==> src/rtl/mck_pkg.sv <==
package mck_pkg;
    localparam int DATA_W = 32;

    localparam int F_BURST  = 8;
    localparam int F_WBURST = 19;
    localparam int F_CONT   = 20;
    localparam int F_WFDIS  = 21;
    localparam int DIV_LSB  = 20;

    localparam logic [DATA_W-1:0] CTRL_KEEP   = 32'h003F_FFFF;
    localparam logic [DATA_W-1:0] RST_CTRL_B1 = 32'h0000_30DB;
    localparam logic [DATA_W-1:0] RST_CTRL_BN = 32'h0000_30D2;
    localparam logic [DATA_W-1:0] RST_TIME    = 32'h0FFF_FFFF;

    localparam int BANK_STRIDE = 8;
    localparam int RT_OFFSET   = 4;
    localparam int WT_BASE     = 'h104;

    typedef enum logic [1:0] {
        S_IDLE = 2'd0,
        S_LOW  = 2'd1,
        S_HIGH = 2'd2
    } mck_state_t;
endpackage

==> src/rtl/mck_regfile.sv <==
module mck_regfile
    import mck_pkg::*;
#(
    parameter int NBANK  = 4,
    parameter int DIV_W  = 4,
    parameter int ADDR_W = 9
) (
    input  logic                        clk,
    input  logic                        rst_n,
    input  logic                        reg_we,
    input  logic [ADDR_W-1:0]           reg_addr,
    input  logic [DATA_W-1:0]           reg_wdata,
    output logic [DATA_W-1:0]           reg_rdata,
    output logic [NBANK-1:0]            burst_en,
    output logic [NBANK-1:0]            wburst_en,
    output logic                        cont_req,
    output logic                        fifo_off,
    output logic [NBANK-1:0][DIV_W-1:0] rd_div,
    output logic [NBANK-1:0][DIV_W-1:0] wr_div
);
    logic [NBANK-1:0][DATA_W-1:0] ctrl_q;
    logic [NBANK-1:0][DATA_W-1:0] rt_q;
    logic [NBANK-1:0][DATA_W-1:0] wt_q;
    logic [NBANK-1:0]             hit_ctrl, hit_rt, hit_wt;

    for (genvar b = 0; b < NBANK; b++) begin : g_bank
        localparam logic [ADDR_W-1:0] A_CTRL = ADDR_W'(b * BANK_STRIDE);
        localparam logic [ADDR_W-1:0] A_RT   = ADDR_W'(b * BANK_STRIDE + RT_OFFSET);
        localparam logic [ADDR_W-1:0] A_WT   = ADDR_W'(WT_BASE + b * BANK_STRIDE);
        localparam logic [DATA_W-1:0] CRST   = (b == 0) ? RST_CTRL_B1 : RST_CTRL_BN;

        assign hit_ctrl[b] = (reg_addr == A_CTRL);
        assign hit_rt[b]   = (reg_addr == A_RT);
        assign hit_wt[b]   = (reg_addr == A_WT);

        always_ff @(posedge clk or negedge rst_n) begin
            if (!rst_n) begin
                ctrl_q[b] <= CRST;
                rt_q[b]   <= RST_TIME;
                wt_q[b]   <= RST_TIME;
            end else if (reg_we) begin
                if (hit_ctrl[b]) ctrl_q[b] <= reg_wdata & CTRL_KEEP;
                if (hit_rt[b])   rt_q[b]   <= reg_wdata;
                if (hit_wt[b])   wt_q[b]   <= reg_wdata;
            end
        end

        assign burst_en[b]  = ctrl_q[b][F_BURST];
        assign wburst_en[b] = ctrl_q[b][F_WBURST];
        assign rd_div[b]    = rt_q[b][DIV_LSB +: DIV_W];
        assign wr_div[b]    = wt_q[b][DIV_LSB +: DIV_W];
    end

    // Continuous clock and FIFO disable are taken from bank 1 only
    assign cont_req = ctrl_q[0][F_CONT];
    assign fifo_off = ctrl_q[0][F_WFDIS];

    always_comb begin
        reg_rdata = '0;
        for (int b = 0; b < NBANK; b++) begin
            if (hit_ctrl[b]) reg_rdata = ctrl_q[b];
            if (hit_rt[b])   reg_rdata = rt_q[b];
            if (hit_wt[b])   reg_rdata = wt_q[b];
        end
    end
endmodule

==> src/rtl/mck_access_decode.sv <==
module mck_access_decode #(
    parameter int NBANK  = 4,
    parameter int DIV_W  = 4,
    parameter int BANK_W = 2
) (
    input  logic                        acc_active,
    input  logic [BANK_W-1:0]           acc_bank,
    input  logic                        acc_rnw,
    input  logic [NBANK-1:0]            burst_en,
    input  logic [NBANK-1:0]            wburst_en,
    input  logic                        cont_req,
    input  logic [NBANK-1:0][DIV_W-1:0] rd_div,
    input  logic [NBANK-1:0][DIV_W-1:0] wr_div,
    output logic                        acc_sync,
    output logic                        cont_on,
    output logic                        run,
    output logic [DIV_W-1:0]            div_sel
);
    logic sel_burst, sel_wburst;

    assign sel_burst  = burst_en[acc_bank];
    assign sel_wburst = wburst_en[acc_bank];

    // Reads need burst enable; writes need write burst enable as well
    assign acc_sync = acc_active && sel_burst && (acc_rnw || sel_wburst);

    // Shared free-running clock needs bank 1 itself to be synchronous
    assign cont_on = cont_req && burst_en[0];
    assign run     = cont_on || acc_sync;

    always_comb begin
        if (cont_on)      div_sel = rd_div[0];
        else if (acc_rnw) div_sel = rd_div[acc_bank];
        else              div_sel = wr_div[acc_bank];
    end
endmodule

==> src/rtl/mck_phase_fsm.sv <==
module mck_phase_fsm
    import mck_pkg::*;
#(
    parameter int DIV_W = 4
) (
    input  logic             clk,
    input  logic             rst_n,
    input  logic             run,
    input  logic [DIV_W-1:0] div_in,
    output logic             clk_o
);
    localparam int CNT_W = DIV_W;

    function automatic logic [DIV_W:0] period_of(input logic [DIV_W-1:0] d);
        return (d == '0) ? (DIV_W+1)'(2) : ({1'b0, d} + (DIV_W+1)'(1));
    endfunction

    function automatic logic [CNT_W-1:0] high_len(input logic [DIV_W-1:0] d);
        logic [DIV_W:0] p;
        p = period_of(d);
        return CNT_W'(p >> 1);
    endfunction

    function automatic logic [CNT_W-1:0] low_len(input logic [DIV_W-1:0] d);
        logic [DIV_W:0] p;
        p = period_of(d);
        return CNT_W'(p - (p >> 1));
    endfunction

    mck_state_t       state, state_n;
    logic [CNT_W-1:0] cnt, cnt_n;
    logic [DIV_W-1:0] div_q, div_n;

    always_comb begin
        state_n = state;
        cnt_n   = cnt;
        div_n   = div_q;
        unique case (state)
            S_IDLE: begin
                if (run) begin                       // start
                    state_n = S_LOW;
                    cnt_n   = low_len(div_in);
                    div_n   = div_in;
                end
            end
            S_LOW: begin
                if (!run) begin                      // stop
                    state_n = S_IDLE;
                end else if (cnt <= CNT_W'(1)) begin // rise
                    state_n = S_HIGH;
                    cnt_n   = high_len(div_q);
                end else begin
                    cnt_n = cnt - CNT_W'(1);
                end
            end
            S_HIGH: begin
                if (cnt > CNT_W'(1)) begin
                    cnt_n = cnt - CNT_W'(1);
                end else if (run) begin              // fall
                    state_n = S_LOW;
                    cnt_n   = low_len(div_in);
                    div_n   = div_in;
                end else begin                       // stop
                    state_n = S_IDLE;
                end
            end
            default: state_n = S_IDLE;
        endcase
    end

    // State register
    always_ff @(posedge clk or negedge rst_n) begin
        if (!rst_n) begin
            state <= S_IDLE;
            cnt   <= '0;
            div_q <= '0;
        end else begin
            state <= state_n;
            cnt   <= cnt_n;
            div_q <= div_n;
        end
    end

    // Output register: clock high only in the high phase
    always_ff @(posedge clk or negedge rst_n) begin
        if (!rst_n) clk_o <= 1'b0;
        else        clk_o <= (state_n == S_HIGH);
    end

    // a high phase is never cut short
    p_high_full_r5: assert property (@(posedge clk) disable iff (!rst_n)
        (state == S_HIGH && cnt > CNT_W'(1)) |=> (state == S_HIGH && clk_o));

    // parked clock is low
    p_idle_quiet_r3: assert property (@(posedge clk) disable iff (!rst_n)
        (state == S_IDLE) |-> !clk_o);

    // low phase drives low
    p_low_quiet_r3: assert property (@(posedge clk) disable iff (!rst_n)
        (state == S_LOW) |-> !clk_o);

    // latched divider only changes on entry to a low phase
    p_div_at_low_r10: assert property (@(posedge clk) disable iff (!rst_n)
        !$stable(div_q) |-> (state == S_LOW));
endmodule

==> src/rtl/mck_clock_gen.sv <==
module mck_clock_gen
    import mck_pkg::*;
#(
    parameter int NBANK  = 4,
    parameter int DIV_W  = 4,
    parameter int ADDR_W = 9
) (
    input  logic              clk,
    input  logic              rst_n,
    input  logic              acc_active,
    input  logic [1:0]        acc_bank,
    input  logic              acc_rnw,
    input  logic              reg_we,
    input  logic [ADDR_W-1:0] reg_addr,
    input  logic [31:0]       reg_wdata,
    output logic [31:0]       reg_rdata,
    output logic              mem_clk,
    output logic              acc_sync,
    output logic              wfifo_off
);
    localparam int BANK_W = (NBANK > 1) ? $clog2(NBANK) : 1;

    logic [NBANK-1:0]            burst_en, wburst_en;
    logic                        cont_req, cont_on, run;
    logic [NBANK-1:0][DIV_W-1:0] rd_div, wr_div;
    logic [DIV_W-1:0]            div_sel;

    mck_regfile #(.NBANK(NBANK), .DIV_W(DIV_W), .ADDR_W(ADDR_W)) u_regs (
        .clk       (clk),
        .rst_n     (rst_n),
        .reg_we    (reg_we),
        .reg_addr  (reg_addr),
        .reg_wdata (reg_wdata),
        .reg_rdata (reg_rdata),
        .burst_en  (burst_en),
        .wburst_en (wburst_en),
        .cont_req  (cont_req),
        .fifo_off  (wfifo_off),
        .rd_div    (rd_div),
        .wr_div    (wr_div)
    );

    mck_access_decode #(.NBANK(NBANK), .DIV_W(DIV_W), .BANK_W(BANK_W)) u_dec (
        .acc_active (acc_active),
        .acc_bank   (BANK_W'(acc_bank)),
        .acc_rnw    (acc_rnw),
        .burst_en   (burst_en),
        .wburst_en  (wburst_en),
        .cont_req   (cont_req),
        .rd_div     (rd_div),
        .wr_div     (wr_div),
        .acc_sync   (acc_sync),
        .cont_on    (cont_on),
        .run        (run),
        .div_sel    (div_sel)
    );

    mck_phase_fsm #(.DIV_W(DIV_W)) u_fsm (
        .clk    (clk),
        .rst_n  (rst_n),
        .run    (run),
        .div_in (div_sel),
        .clk_o  (mem_clk)
    );

    // shared clock takes its ratio from bank 1's read-timing field
    p_cont_div_r8: assert property (@(posedge clk) disable iff (!rst_n)
        cont_on |-> (div_sel == rd_div[0]));
endmodule

==> config.mk <==
export PLATFORM = sky130hd
export DESIGN_NAME = mck_clock_gen
export DESIGN_NICKNAME = d
export VERILOG_FILES = /design/src/rtl/mck_pkg.sv /design/src/rtl/mck_regfile.sv /design/src/rtl/mck_access_decode.sv /design/src/rtl/mck_phase_fsm.sv /design/src/rtl/mck_clock_gen.sv
export SDC_FILE = /design/constraint.sdc
export NUM_CORES = 1
export LEC_CHECK = 0
export BUFFER_PORTS_ARGS = -buffer_cell sky130_fd_sc_hd__buf_4
export CAP_MARGIN = 20
export CORE_ASPECT_RATIO = 2
export CORE_MARGIN = 4
export CORE_UTILIZATION = 45
export CTS_CLUSTER_DIAMETER = 40
export DETAILED_ROUTE_END_ITERATION = 7
export HOLD_SLACK_MARGIN = 0.15
export SYNTH_ARGS = -nofsm -noshare
export SYNTH_HDL_FRONTEND = slang
export SYNTH_SLANG_ARGS = --single-unit
==> constraint.sdc <==
create_clock -name clk -period 3.4 [get_ports clk]
set_input_delay 0.68 -clock clk [delete_from_list [all_inputs] [get_ports clk]]
set_output_delay 0.68 -clock clk [all_outputs]
set_load 0.02 [all_outputs]
Word level (Yosys, flattened, before mapping) --
Cells that the tools add are included.
Word-level totals: bits in registers 355
Operators by class: $add $sub $neg 4, $lt $le $gt $ge 3, equality and inequality tests 16, multiplexer cells 38, reduce and logical (&&, ||, !) cells 25
Operators by type and width (count):
- 2-to-1 mux 32 bit | 11
- 2-to-1 mux 4 bit | 10
- == test 9 x 5 -> 1 bit, second input constant | 4
- == test 9 bit, second input constant | 4
- AND reduction 2 bit | 14
- 2-to-1 mux 22 bit | 1
- == test 9 x 4 -> 1 bit, second input constant | 2
- binary-select mux 4 bit (select 2 bit) | 2
- case mux 4 bit (3 select lines) | 1
- adder 4 x 1 -> 5 bit, second input constant | 2
- 2-to-1 mux 5 bit | 2
- == test 9 x 3 -> 1 bit, second input constant | 1
- zero test 9 bit | 1
- zero test 4 bit | 2
- 2-to-1 mux 2 bit | 4
- case mux 4 bit (2 select lines) | 1
- case mux 2 bit (3 select lines) | 1
- binary-select mux 1 bit (select 2 bit) | 2
- == test 2 bit, second input constant | 2
- > comparator 4 x 1 -> 1 bit, second input constant | 1
- <= comparator 4 x 1 -> 1 bit, second input constant | 1
- subtractor 4 x 1 -> 4 bit, second input constant | 1
- subtractor 4 bit | 1
- logical AND 1 bit | 3
- 9 further kinds | 12

Logic depth before layout (Yosys ltp) --
Gate-level depths: netlist of run 1.
depth after elaboration 13, depth in mapped cells 15, gate-level depth less buffers 14

Cells and area by module --
From an unflattened synthesis of run 1, not the netlist that was laid out.
Second synthesis, totals: cells, all modules 1530, area, all modules 18465.2 sq um
Modules (own cells, without submodules):
- mck_regfile | instances 1, cells each 1356, area each 16936.2 sq um, seq. area each 8921.1 sq um
- mck_phase_fsm | instances 1, cells each 130, area each 1106.1 sq um, seq. area each 275.3 sq um
- mck_access_decode | instances 1, cells each 44, area each 422.9 sq um, seq. area each 0.0 sq um

Least setup slack after synthesis of run 1 --
Ideal clock, no wire load.
path kind input to register, start input acc_bank[0], end register u_fsm.cnt[3], library setup time 0.120 ns, data arrival time 3.480 ns, data required time 3.280 ns, slack -0.200 ns, cell stages on the path 13, cells stage by stage buf_4 -> mux2i_1 -> mux4_2 -> o21ai_1 -> inv_1 -> ha_1 -> nand2b_1 -> ha_1 -> a21o_1 -> a21oi_1 -> xnor3_1 -> a2111o_1 -> o211a_1
On the way: longest elaborated chain between the ends 10, elaborated cells on any way between the ends 23, those cells by class 2 x add/sub; 1 x eq/ne; 14 x mux; 6 x reduce/logical
Ends and longest elaborated chain:
- from (decl) | line mck_clock_gen.sv:11 | input logic [1:0] acc_bank,
- binary-select mux 4 bit (select 2 bit) (on tied branches) | line mck_access_decode.sv:34, mck_access_decode.sv:33
- 2-to-1 mux 4 bit (on tied branches) | line mck_access_decode.sv:34, mck_access_decode.sv:33
- 2-to-1 mux 4 bit (*) | line mck_access_decode.sv:33 | else if (acc_rnw) div_sel = rd_div[acc_bank];
- 2-to-1 mux 4 bit (*) | line mck_access_decode.sv:32 | if (cont_on) div_sel = rd_div[0];
- net div_sel[0] | line mck_clock_gen.sv:26 | logic [DIV_W-1:0] div_sel;
- adder 4 x 1 -> 5 bit or zero test 4 bit (tied branches) | line mck_phase_fsm.sv:15 | return (d == '0) ? (DIV_W+1)'(2) : ({1'b0, d} + (DIV_W+1)'(1));
- 2-to-1 mux 5 bit (*) | line mck_phase_fsm.sv:15
- subtractor 4 bit (*) | line mck_phase_fsm.sv:27 | return CNT_W'(p - (p >> 1));
- 2-to-1 mux 4 bit (*) | line mck_phase_fsm.sv:40, mck_phase_fsm.sv:59
- 2-to-1 mux 4 bit | line mck_phase_fsm.sv:57 | if (cnt > CNT_W'(1)) begin
- case mux 4 bit (3 select lines) (*) | line mck_phase_fsm.sv:38 | unique case (state)
- to (signal assigned) | line mck_phase_fsm.sv:79 | cnt <= cnt_n;
- to (decl) | line mck_phase_fsm.sv:31 | logic [CNT_W-1:0] cnt, cnt_n;
The timed path passes the listed nets; every way through them passes the cells marked *. The select of a mux whose other input is x is not followed. A chain may end at the register's enable or synchronous reset.

Worst setup path in the final report of run 1 --
start input reg_addr[7], end output reg_rdata[21]
On the way: longest elaborated chain between the ends 13, elaborated cells on any way between the ends 24, those cells by class 11 x eq/ne; 12 x mux; 1 x reduce/logical
Ends and longest elaborated chain:
- from (decl) | line mck_clock_gen.sv:14 | input logic [ADDR_W-1:0] reg_addr,
- zero test 9 bit | line mck_regfile.sv:32 | assign hit_ctrl[b] = (reg_addr == A_CTRL);
- 2-to-1 mux 22 bit | line mck_regfile.sv:61 | if (hit_ctrl[b]) reg_rdata = ctrl_q[b];
- 2-to-1 mux 32 bit | line mck_regfile.sv:62 | if (hit_rt[b]) reg_rdata = rt_q[b];
- 2-to-1 mux 32 bit | line mck_regfile.sv:63 | if (hit_wt[b]) reg_rdata = wt_q[b];
- 2-to-1 mux 32 bit | line mck_regfile.sv:61
- 2-to-1 mux 32 bit | line mck_regfile.sv:62
- 2-to-1 mux 32 bit | line mck_regfile.sv:63
- 2-to-1 mux 32 bit | line mck_regfile.sv:61
- 2-to-1 mux 32 bit | line mck_regfile.sv:62
- 2-to-1 mux 32 bit | line mck_regfile.sv:63
- 2-to-1 mux 32 bit | line mck_regfile.sv:61
- 2-to-1 mux 32 bit | line mck_regfile.sv:62
- 2-to-1 mux 32 bit (*) | line mck_regfile.sv:63
- to (decl) | line mck_clock_gen.sv:16 | output logic [31:0] reg_rdata,
Mark *: on every way between the ends. The rest lies on a longest branch, timed or not.

==> impl_metrics.toml, run 1 <==
[outcome]
status = "finished, final reports clean"

[global_routing]
use_met2_pct = 44.86
grt_max_degree = 99
grt_pass1_vias = 14010
grtUsageMet1_pct = 29.78
grt_pass1_wl_um = 83210
grt_overflow = 0
use_met3_pct = 3.167
antenna_found_initial = 1
track_usage_pct = 25.20
grt-busiest-layer = "met2"

[logic_synthesis]
synth_edf_count = 0
synth_ff_type = "dfstp_2"
yosysMostFrequentCell = "mux2_2"
ys_top_cells_by_area = "dfstp_2, mux2_2, dfrtp_1"
ys_seq_area_share_pct = 51.53
synth_top_area_share_pct = 36.81
synth_commonest_cells = "mux2_2, dfstp_2, o21ai_0"
syn_inst = 1536
ys_types = 58
ys_async_sr_fraction_pct = 100.0
synth_nets = 1598
synth-warning-count = 0
ys_ff_latch = 355
yosysTopAreaCell = "dfstp_2"
avgSynthCellArea_um2 = 11.62
synth_area_um2 = 17850

[sta]
finalCritPeriodShare_pct = 97.63
period_minus_slack_ns = 3.319
finClkSkew_ns = 0.01585
timing.fmax_ghz = 0.3013
setup_slack_ns = 0.08057
rsz0062_at_grt = "false"
hold_viol = 0
max-slew-margin-rel_pct = 41.77
slew_violations = 0
setup_viol = 0
tightestPinTransition_ns = 0.8735
setup_tns_ns = 0

[detailed_routing]
wl_um = 54970
drt_iter0_markers = 682
dr_total_vias = 13290
wl_per_cell_um = 24.61
vias_per_cell = 5.953
antenna_left = 0
dr.pass1.iters = 5
drc_errors = 0

[clocking]
cts_buffers = 38
clk_pin_slew_ns = 0.06
cts.htree.levels = 2
cts_tree = "yes"
hold_buffers = 0
clockBufferDepth = 3
cts.sinks = 355
clock_latency_ns = 0.54
clock-root-buffer = "clkbuf_16"

[placement]
dpl.hpwl_um = 37470
dp_cells = 2156
place_ws_ns = -0.3053
portBuffers = 82
place_congestion = 0.8466

[power_and_ir_drop]
p_int_mw = 7.530
vdd_drop_max_uv = 393.7
p_clk_share_pct = 44.0
pwr_density_cell_nw_per_um2 = 473.5
p_comb_share_pct = 10.9
pwr-share-seq_pct = 45.1
p_leak_nw = 9.302
p_switching_mw = 2.604
switching_share_pct = 25.69

[final_layout]
finalNetCount = 1740
fillCellCount = 3431
drive_above_1_share_pct = 53.78
final_cells = 2233
area_growth_pct = 19.92

[floorplan]
io-pin-count = 83
core-area_um2 = 39310
die_w_um = 148.8
start_util_pct = 45.41
floorplan.die_area_um2 = 43100
fp-row-count = 103
dieHeight_um = 289.6

[worst_hold_path]
hp-class = "input pin to asynchronous set/reset pin"

[worst_setup_path]
critPathMaxFanout = 10
critPathArrivalTime_ns = 2.64
path_class = "input pin to output pin"
crit_start = "reg_addr[7]"
start_kind = "input pin"
endpoint_kind = "output pin"
r2r-start = "u_regs.wr_div[4]"
critPathRequiredTime_ns = 2.72

[flow_run]
maxCapViolations = 0
[cells by family after synthesis]
kind of cell / share of synthesized area (%)
flip-flops: 51.53
AND/OR/NAND/NOR: 6.681
adder cells (fa/ha/maj): 1.024
XOR/XNOR: 0.3225
multiplexers: 24.79
AO/OA/AOI/OAI: 12.48
buffers and inverters: 3.176
[flip-flops by register name, indices dropped and copies added, names as in the netlist]
name              count
u_fsm.state           2
u_regs.wburst_en      4
u_regs.ctrl_q        78
u_fsm.clk_o           1
u_regs.wr_div        16
u_regs.wt_q         112
u_regs.fifo_off       1
u_fsm.cnt             4
u_fsm.div_q           4
u_regs.rd_div        16
u_regs.rt_q         112
u_regs.cont_req       1
u_regs.burst_en       4
[cells in the final DEF (no fill, tap or decap), drive strengths merged, types with 3 or more instances in the layout]
master    netlist  layout
o221ai         10      10
a211oi         21      21
dfrtp         105     105
dfstp         250     250
inv            23      28
a21oi          88      88
or3             3       3
o32ai           3       3
nand2b          3       3
mux2i          37      37
nor3           28      28
ha             13      13
a221o           9       9
o21a            4       4
o31ai           6       6
o211ai         19      19
nor2           79      79
bufinv          0       5
mux4            4       4
mux2          352     352
o21ai         114     114
nor2b          21      21
clkinvlp        0       3
a31oi           6       6
buf            37     225
nand2          94      94
a32oi           7       7
and2            3       3
clkbuf         87      52
o22ai          23      23
a221oi         14      14
a22oi          10      10
nand4           5       5
o2bb2ai         6       6
a311o           5       5
clkinv          0       5
nand3          22      22
[final timing paths]
path                                    end  cells past startpoint  slack [ns]
setup / recovery              reg_rdata[21]                     14        0.08
hold / removal                 u_fsm.cnt[1]                      1        0.18
min in group clk           u_regs.rt_q[127]                      2        0.42
setup reg to reg               u_fsm.cnt[3]                     12        0.14
max in group asynchronous  u_regs.ctrl_q[7]                      2        2.25
hold reg to reg            u_regs.rt_q[127]                      1        0.50
[layer usage]
layer | up-vias | share of wire [%]
li1 | 5888 | -
met1 | 6866 | 38
met4 | 0 | 5.5
met5 | - | 0
met3 | 138 | 4.4
met2 | 402 | 52
[cell type report]
cell class	instances	area [um^2]	share of cell area, %
Sequential cell	355	9196	42.97
Tap cell	525	656.9	3.069
Clock buffer	51	1071	5.004
Inverter	23	86.33	0.4034
Timing Repair Buffer	226	1899	8.874
Clock inverter	18	266.5	1.245
Antenna cell	1	2.502	0.01169
Multi-Input combinational cell	1034	8224	38.43
[critical path: stages]
cell	delay [ns]
buf_4	0.11
buf_4	0.13
nor3_2	0.19
buf_6	0.15
and2_4	0.20
buf_12	0.15
nand2_1	0.07
buf_4	0.15
nor2_1	0.09
a31oi_1	0.05
o21ai_1	0.22
a21oi_1	0.11
buf_4	0.16
buf_4	0.15
[repair_timing]
action                     CTS  global route
gates resized for setup      4            17
pin swaps                    0             9
cloned                       0             1
setup endpoints to repair    2            19
buffers inserted             0             6
[power groups by stage]
stage	clock, mW	sequential [mW]	combinational, mW
3_3_place_gp	0	4.63	1.07
6_report	4.46	4.57	1.10
5_1_grt	4.70	4.59	1.23
2_1_floorplan	0	4.59	0.663
3_5_place_dp	0	4.64	1.09
4_1_cts	4.53	4.57	1.10
[metrics by stage]
step           hold slack, ns  power, mW  utilization [%]  cell area [um^2]
3_5_place_dp           0.4802      5.727            50.62             19900
4_1_cts                0.2278      10.19            54.05             21250
3_3_place_gp           0.4768      5.698            50.62             19900
2_1_floorplan          0.3844      5.255                -             17880
5_1_grt                0.2485      10.52            54.45             21400
6_report               0.1772      10.13            54.45             21400
No activity file was read; power rests on OpenSTA's default activity.
==> run 2, diff against run 1 <==
--- a/config.mk
+++ b/config.mk
@@ -7,12 +7,15 @@
 export LEC_CHECK = 0
 export BUFFER_PORTS_ARGS = -buffer_cell sky130_fd_sc_hd__buf_4
 export CAP_MARGIN = 20
+export CELL_PAD_IN_SITES_DETAIL_PLACEMENT = 0
+export CELL_PAD_IN_SITES_GLOBAL_PLACEMENT = 1
 export CORE_ASPECT_RATIO = 2
 export CORE_MARGIN = 4
 export CORE_UTILIZATION = 45
 export CTS_CLUSTER_DIAMETER = 40
 export DETAILED_ROUTE_END_ITERATION = 7
 export HOLD_SLACK_MARGIN = 0.15
+export PLACE_DENSITY_LB_ADDON = 0.1
 export SYNTH_ARGS = -nofsm -noshare
 export SYNTH_HDL_FRONTEND = slang
 export SYNTH_SLANG_ARGS = --single-unit
==> run 2 against run 1 <==
  * Final cell count increased by 0.13%
  * Sequential share of layout area is 0.14 points lower
  * Core utilization rose by 0.18 points
  * Total power grew 1.9%
  * First-iteration DRC count is 0.29% higher
  * Global-route usage rose by 1.2 points
  * Combinational power about the same
  * Register-to-register slack is essentially flat
  * Clock skew is 0.0042 ns lower
  * Via count fell by 0.44%
  * Wire length rose by 3.4%
  * Largest power group is now clock
==> impl_metrics.toml, run 2 (synthesis gave the netlist of run 1 again) <==
[clocking]
cts_tree = "yes"
hold_buffers = 0
clock-root-buffer = "clkbuf_16"
clock_latency_ns = 0.54
clk_pin_slew_ns = 0.06
clockBufferDepth = 3
cts.sinks = 355
cts.htree.levels = 2
cts_buffers = 39

[worst_hold_path]
hp-class = "input pin to asynchronous set/reset pin"

[sta]
tightestPinTransition_ns = 0.8241
timing.fmax_ghz = 0.2996
rsz0062_at_grt = "true"
period_minus_slack_ns = 3.337
max-slew-margin-rel_pct = 45.06
finClkSkew_ns = 0.01163
slew_violations = 0
hold_ws_ns = 0.1874
hold_viol = 0
setup_viol = 0
finalCritPeriodShare_pct = 98.16

[worst_setup_path]
endpoint_kind = "output pin"
start_kind = "input pin"
path_class = "input pin to output pin"
critPathArrivalTime_ns = 2.66
critPathMaxFanout = 11
critPathRequiredTime_ns = 2.72

[detailed_routing]
drc_errors = 0
wl_um = 56850
dr.pass1.iters = 5
wl_per_cell_um = 25.43
vias_per_cell = 5.919
dr_total_vias = 13240
drt_iter0_markers = 684
antenna_left = 0

[placement]
portBuffers = 82
place_congestion = 0.8453
dpl.hpwl_um = 38990

[final_layout]
most-common-layout-cells = "mux2_2, dfstp_2, buf_4"
top_regs = "u_regs.rt_q (112), u_regs.wt_q (112), u_regs.ctrl_q (78)"
fillCellCount = 3526
seqCellArea_um2 = 9196
final_common_cell = "mux2_2"
area_growth_pct = 20.32
drive_above_1_share_pct = 53.98
multiInputGateArea_um2 = 8218
finalNetCount = 1742

[floorplan]
io-pin-count = 83
die_w_um = 148.8
floorplan.die_area_um2 = 43100
start_util_pct = 45.41
core-area_um2 = 39310
dieHeight_um = 289.6
fp-row-count = 103

[global_routing]
track_usage_pct = 26.37
antenna_found_initial = 1
grt_max_degree = 85
grt_overflow = 0
grt_pass1_vias = 13810
grt_pass1_wl_um = 86080

[flow_run]
maxCapViolations = 0

[power_and_ir_drop]
total_power_mw = 10.32
pwr_density_cell_nw_per_um2 = 480.6
vdd_drop_max_uv = 381.1
p_leak_nw = 9.350

[outcome]
status = "finished, final reports clean"
## run 2: changes by cell type in the layout (fill, tap and decap cells not counted), moves of 2 or more
cell	delta
buf_12	+2
nor3_2	-3
nor3_1	+2
o21ai_2	+2
and2_2	+2
clkinv_4	-2
clkinv_2	+3
## run 2: stage by stage
stage | TNS [ns] | util (%) | instances | instance area (um^2) | setup WS [ns]
2_1_floorplan | -0.07049 | - | 1536 | 17880 | -0.07049
3_3_place_gp | -0.5429 | 50.85 | 2162 | 19990 | -0.2279
3_5_place_dp | -0.7490 | 50.85 | 2162 | 19990 | -0.3004
4_1_cts | 0 | 54.42 | 2233 | 21390 | 0.02853
5_1_grt | -0.006595 | 54.63 | 2235 | 21470 | -0.003827
6_report | 0 | 54.63 | 2236 | 21470 | 0.06264
## run 2: where the power goes
part	leakage [nW]	internal (mW)	switching, mW
combinational	4.64	0.449	0.669
sequential	4.03	4.45	0.127
clock	0.680	2.81	1.81
## run 2: final cells by class
cell class,instances,area share (%)
repair buffers,227,8.915
clock inverters,18,1.253
flip-flops and latches,355,42.82
clock buffers,53,5.267
diodes,1,0.01165
multi-input cells,1034,38.27
inverters,23,0.4020
well taps,525,3.059
## run 2: timing repair
| item | in CTS | in global routing |
|---|---|---|
| buffers inserted | 0 | 2 |
| resized for setup | 2 | 17 |
| setup endpoints to repair | 3 | 23 |
| pin swaps | 0 | 2 |
## run 2: final timing paths
| path | from | to | slack, ns | cells after the start |
|---|---|---|---|---|
| worst max-delay path | reg_addr[3] | reg_rdata[9] | 0.06 | 10 |
| worst min-delay path | rst_n | u_regs.ctrl_q[43] | 0.19 | 1 |
| worst max register to register | u_regs.wr_div[5] | u_fsm.cnt[3] | 0.14 | 12 |
| worst min register to register | u_regs.rt_q[125] | u_regs.rt_q[125] | 0.50 | 1 |
| max in group asynchronous | rst_n | u_regs.wt_q[24] | 2.25 | 2 |
| min in group clk | reg_wdata[28] | u_regs.rt_q[124] | 0.43 | 2 |
## run 2: worst max-delay path: stages
cell      delay (ns)
buf_4           0.19
nor3b_2         0.25
nand2_1         0.20
nor2_1          0.20
nand2_1         0.11
buf_4           0.19
o221ai_1        0.24
a21oi_1         0.10
a311o_1         0.30
buf_4           0.17
## run 2: per-layer routing
metal / wire [um] / GRT usage (%) / share of wire, %
met1: 22290 / 31.47 / 39
met2: 30220 / 48.59 / 53
met3: 2432 / 3.557 / 4.3
met4: 1917 / 8.843 / 3.4
met5: 0 / 0 / 0
==> run 3, diff against run 2 <==
--- a/config.mk
+++ b/config.mk
@@ -5,13 +5,14 @@
 export SDC_FILE = /design/constraint.sdc
 export NUM_CORES = 1
 export LEC_CHECK = 0
+export ABC_AREA = 1
 export BUFFER_PORTS_ARGS = -buffer_cell sky130_fd_sc_hd__buf_4
 export CAP_MARGIN = 20
 export CELL_PAD_IN_SITES_DETAIL_PLACEMENT = 0
 export CELL_PAD_IN_SITES_GLOBAL_PLACEMENT = 1
-export CORE_ASPECT_RATIO = 2
+export CORE_ASPECT_RATIO = 0.75
 export CORE_MARGIN = 4
-export CORE_UTILIZATION = 45
+export CORE_UTILIZATION = 42
 export CTS_CLUSTER_DIAMETER = 40
 export DETAILED_ROUTE_END_ITERATION = 7
 export HOLD_SLACK_MARGIN = 0.15
==> run 3 against run 2 <==
  * Maximum frequency rose by 2.4%
  * Largest cell class unchanged
  * Highest routed layer unchanged
  * Non-clock buffer count fell by 54
  * Core utilization fell by 3.5 points
  * Final cell count rose by 16%
  * First-iteration DRC count rose by 92%
  * Die area fell by 0.97%
  * Register-to-register slack improved by 0.22 ns
==> impl_metrics.toml, run 3 <==
[final_layout]
area_growth_pct = 19.36
finalNetCount = 2104
num_antenna_cells = 0
drive_above_1_share_pct = 27.24
most-common-layout-cells = "nand2_1, o21ai_0, dfstp_2"
top_regs = "u_regs.rt_q (112), u_regs.wt_q (112), u_regs.ctrl_q (78)"
final_cells = 2590
final_common_cell = "nand2_1"

[logic_synthesis]
ys_async_sr_fraction_pct = 100.0
synth_area_um2 = 16550
synth_commonest_cells = "nand2_1, o21ai_0, dfstp_2"
synth-warning-count = 0
ys_types = 52
syn_inst = 1950
avgSynthCellArea_um2 = 8.489
ys_seq_area_share_pct = 55.56
ys_ff_latch = 355
yosysMostFrequentCell = "nand2_1"
synth_ff_type = "dfstp_2"
synth_top_area_share_pct = 39.68
synth_nets = 2012
ys_top_cells_by_area = "dfstp_2, dfrtp_1, nand2_1"
synth_edf_count = 0
yosysTopAreaCell = "dfstp_2"

[worst_setup_path]
cp_cell_sequence = "buf_4 -> nor2_2 -> nand2_2 -> nor2_2 -> inv_2 -> nor2_4 -> inv_2 -> buf_4 -> nor2_1 -> a211oi_1 -> nand4_1 -> nand2_1 -> o21ai_0 -> buf_4 -> buf_4"
cp_common_cell = "buf_4"
crit_start = "reg_addr[7]"
cpPeakStageDelay_ns = 0.22
path_class = "input pin to output pin"
cp_top_family = "simple AND/OR/NAND/NOR gates"
critPathArrivalTime_ns = 2.58
start_kind = "input pin"
r2r-start = "u_regs.wr_div[0]"
endpoint_kind = "output pin"
critPathRequiredTime_ns = 2.72
critPathBufInv = 6
critPathMaxFanout = 5
slowest_stage = "nor2_4"

[sta]
setup_viol = 0
finClkSkew_ns = 0.007996
tightestPinTransition_ns = 0.6856
max-slew-margin-rel_pct = 54.29
setup_slack_ns = 0.1394
rsz0062_at_grt = "false"
period_minus_slack_ns = 3.261
hold_viol = 0
finalCritPeriodShare_pct = 95.90
timing.fmax_ghz = 0.3067
slew_violations = 0

[global_routing]
grt_overflow = 0
antenna_found_initial = 0
grt_pass1_wl_um = 78650
grt_pass1_vias = 13190
grt_max_degree = 82
track_usage_pct = 23.32

[power_and_ir_drop]
pwr_density_cell_nw_per_um2 = 526.1
p_leak_nw = 8.220
vdd_drop_max_uv = 501.7

[placement]
portBuffers = 82
place_ws_ns = -0.04294
dp_cells = 2506
dpl.hpwl_um = 33580
place_congestion = 0.8421

[floorplan]
start_util_pct = 42.85
io-pin-count = 83
fp-row-count = 62
die_w_um = 237.2
floorplan.die_area_um2 = 42690
core-area_um2 = 38630
dieHeight_um = 179.9

[detailed_routing]
wl_per_cell_um = 19.27
wl_um = 49920
vias_per_cell = 5.267
dr_total_vias = 13640
drc_errors = 0
drt_iter0_markers = 1310
dr.pass1.iters = 6
antenna_left = 0

[worst_hold_path]
min_from = "u_regs.rt_q[59]"
hp-class = "flop to flop"

[clocking]
cts.htree.levels = 2
clockBufferDepth = 3
cts_buffers = 45
clock-root-buffer = "clkbuf_16"
clock_latency_ns = 0.56
clk_pin_slew_ns = 0.06
cts.sinks = 355
cts_tree = "yes"

[flow_run]
maxCapViolations = 0

[outcome]
status = "finished, final reports clean"
==> run 3: changes by cell type in the layout (fill, tap and decap cells not counted), sizes merged, moves of 22 or more <==
cell,change
o22ai,-22
inv,+98
nor2,-37
nand3,+90
mux2,-352
nand2,+559
buf,-55
mux2i,-37
o21ai,+261
nand4,+28
a21oi,-33
nor3,-24
==> run 3: cell families after synthesis <==
logic type               share of synthesized area (%)
AO/OA/AOI/OAI                                    15.58
flip-flops                                       55.56
XOR/XNOR                                        0.1588
AND/OR/NAND/NOR                                  21.58
buffers and inverters                            6.024
adder cells (fa/ha/maj)                          1.104
==> run 3: worst paths after layout <==
kind | end | slack [ns] | depth (start not counted)
worst max-delay path | reg_rdata[21] | 0.14 | 15
worst min-delay path | u_regs.rt_q[59] | 0.47 | 2
worst max register to register | u_fsm.cnt[2] | 0.36 | 20
worst min register to register | u_regs.rt_q[59] | 0.47 | 2
max in group asynchronous | u_regs.rt_q[123] | 1.75 | 3
min in group asynchronous | u_regs.ctrl_q[67] | 0.74 | 2
==> run 3: metrics by stage <==
stage                     hold slack [ns]  utilization [%]  setup TNS (ns)  cell area, um^2  total power [mW]
after floorplan                    0.3844                -               0            16550             5.239
after global placement             0.4615            47.09               0            18190             5.607
after detailed placement           0.4648            47.09        -0.07019            18190             5.620
after CTS                          0.4696            51.07               0            19730             10.51
after global routing               0.4833            51.14               0            19760             10.85
final                              0.4729            51.14               0            19760             10.39
==> run 3: layout make-up <==
| type | instances | area (um^2) |
|---|---|---|
| clock buffer | 57 | 1252 |
| timing repair buffer | 173 | 1538 |
| tap | 512 | 640.6 |
| fill | 3732 | 18870 |
| sequential | 355 | 9196 |
| multi-input combinational | 1347 | 6404 |
| inverter | 120 | 452.9 |
| clock inverter | 26 | 274.0 |
==> run 3: report_power, final <==
group          switching (mW)  leakage, nW  internal, mW  total, mW
combinational           0.623         3.46         0.350      0.973
sequential              0.125         4.03          4.46       4.59
clock                    1.96        0.731          2.87       4.83
total                    2.71         8.22          7.69       10.4
==> run 3: metal layers <==
metal / GRT usage (%) / wire [um]
met3: 3.569 / 2814
met2: 34.23 / 21280
met5: 0 / 0
met4: 4.949 / 881
met1: 36.56 / 24940
==> run 3: repair_timing <==
action,4_1_cts,5_1_grt
buffers inserted,0,0
gates resized for setup,0,10
endpoints found under the setup margin,0,7
hold endpoints to repair,2,0
hold buffers,1,0
==> run 3: tightest hold or removal path: cells and delay by family (launching register included) <==
family          cells  cell delay [ns]
simple gates        1             0.05
compound gates      1             0.05
flops               1             0.37
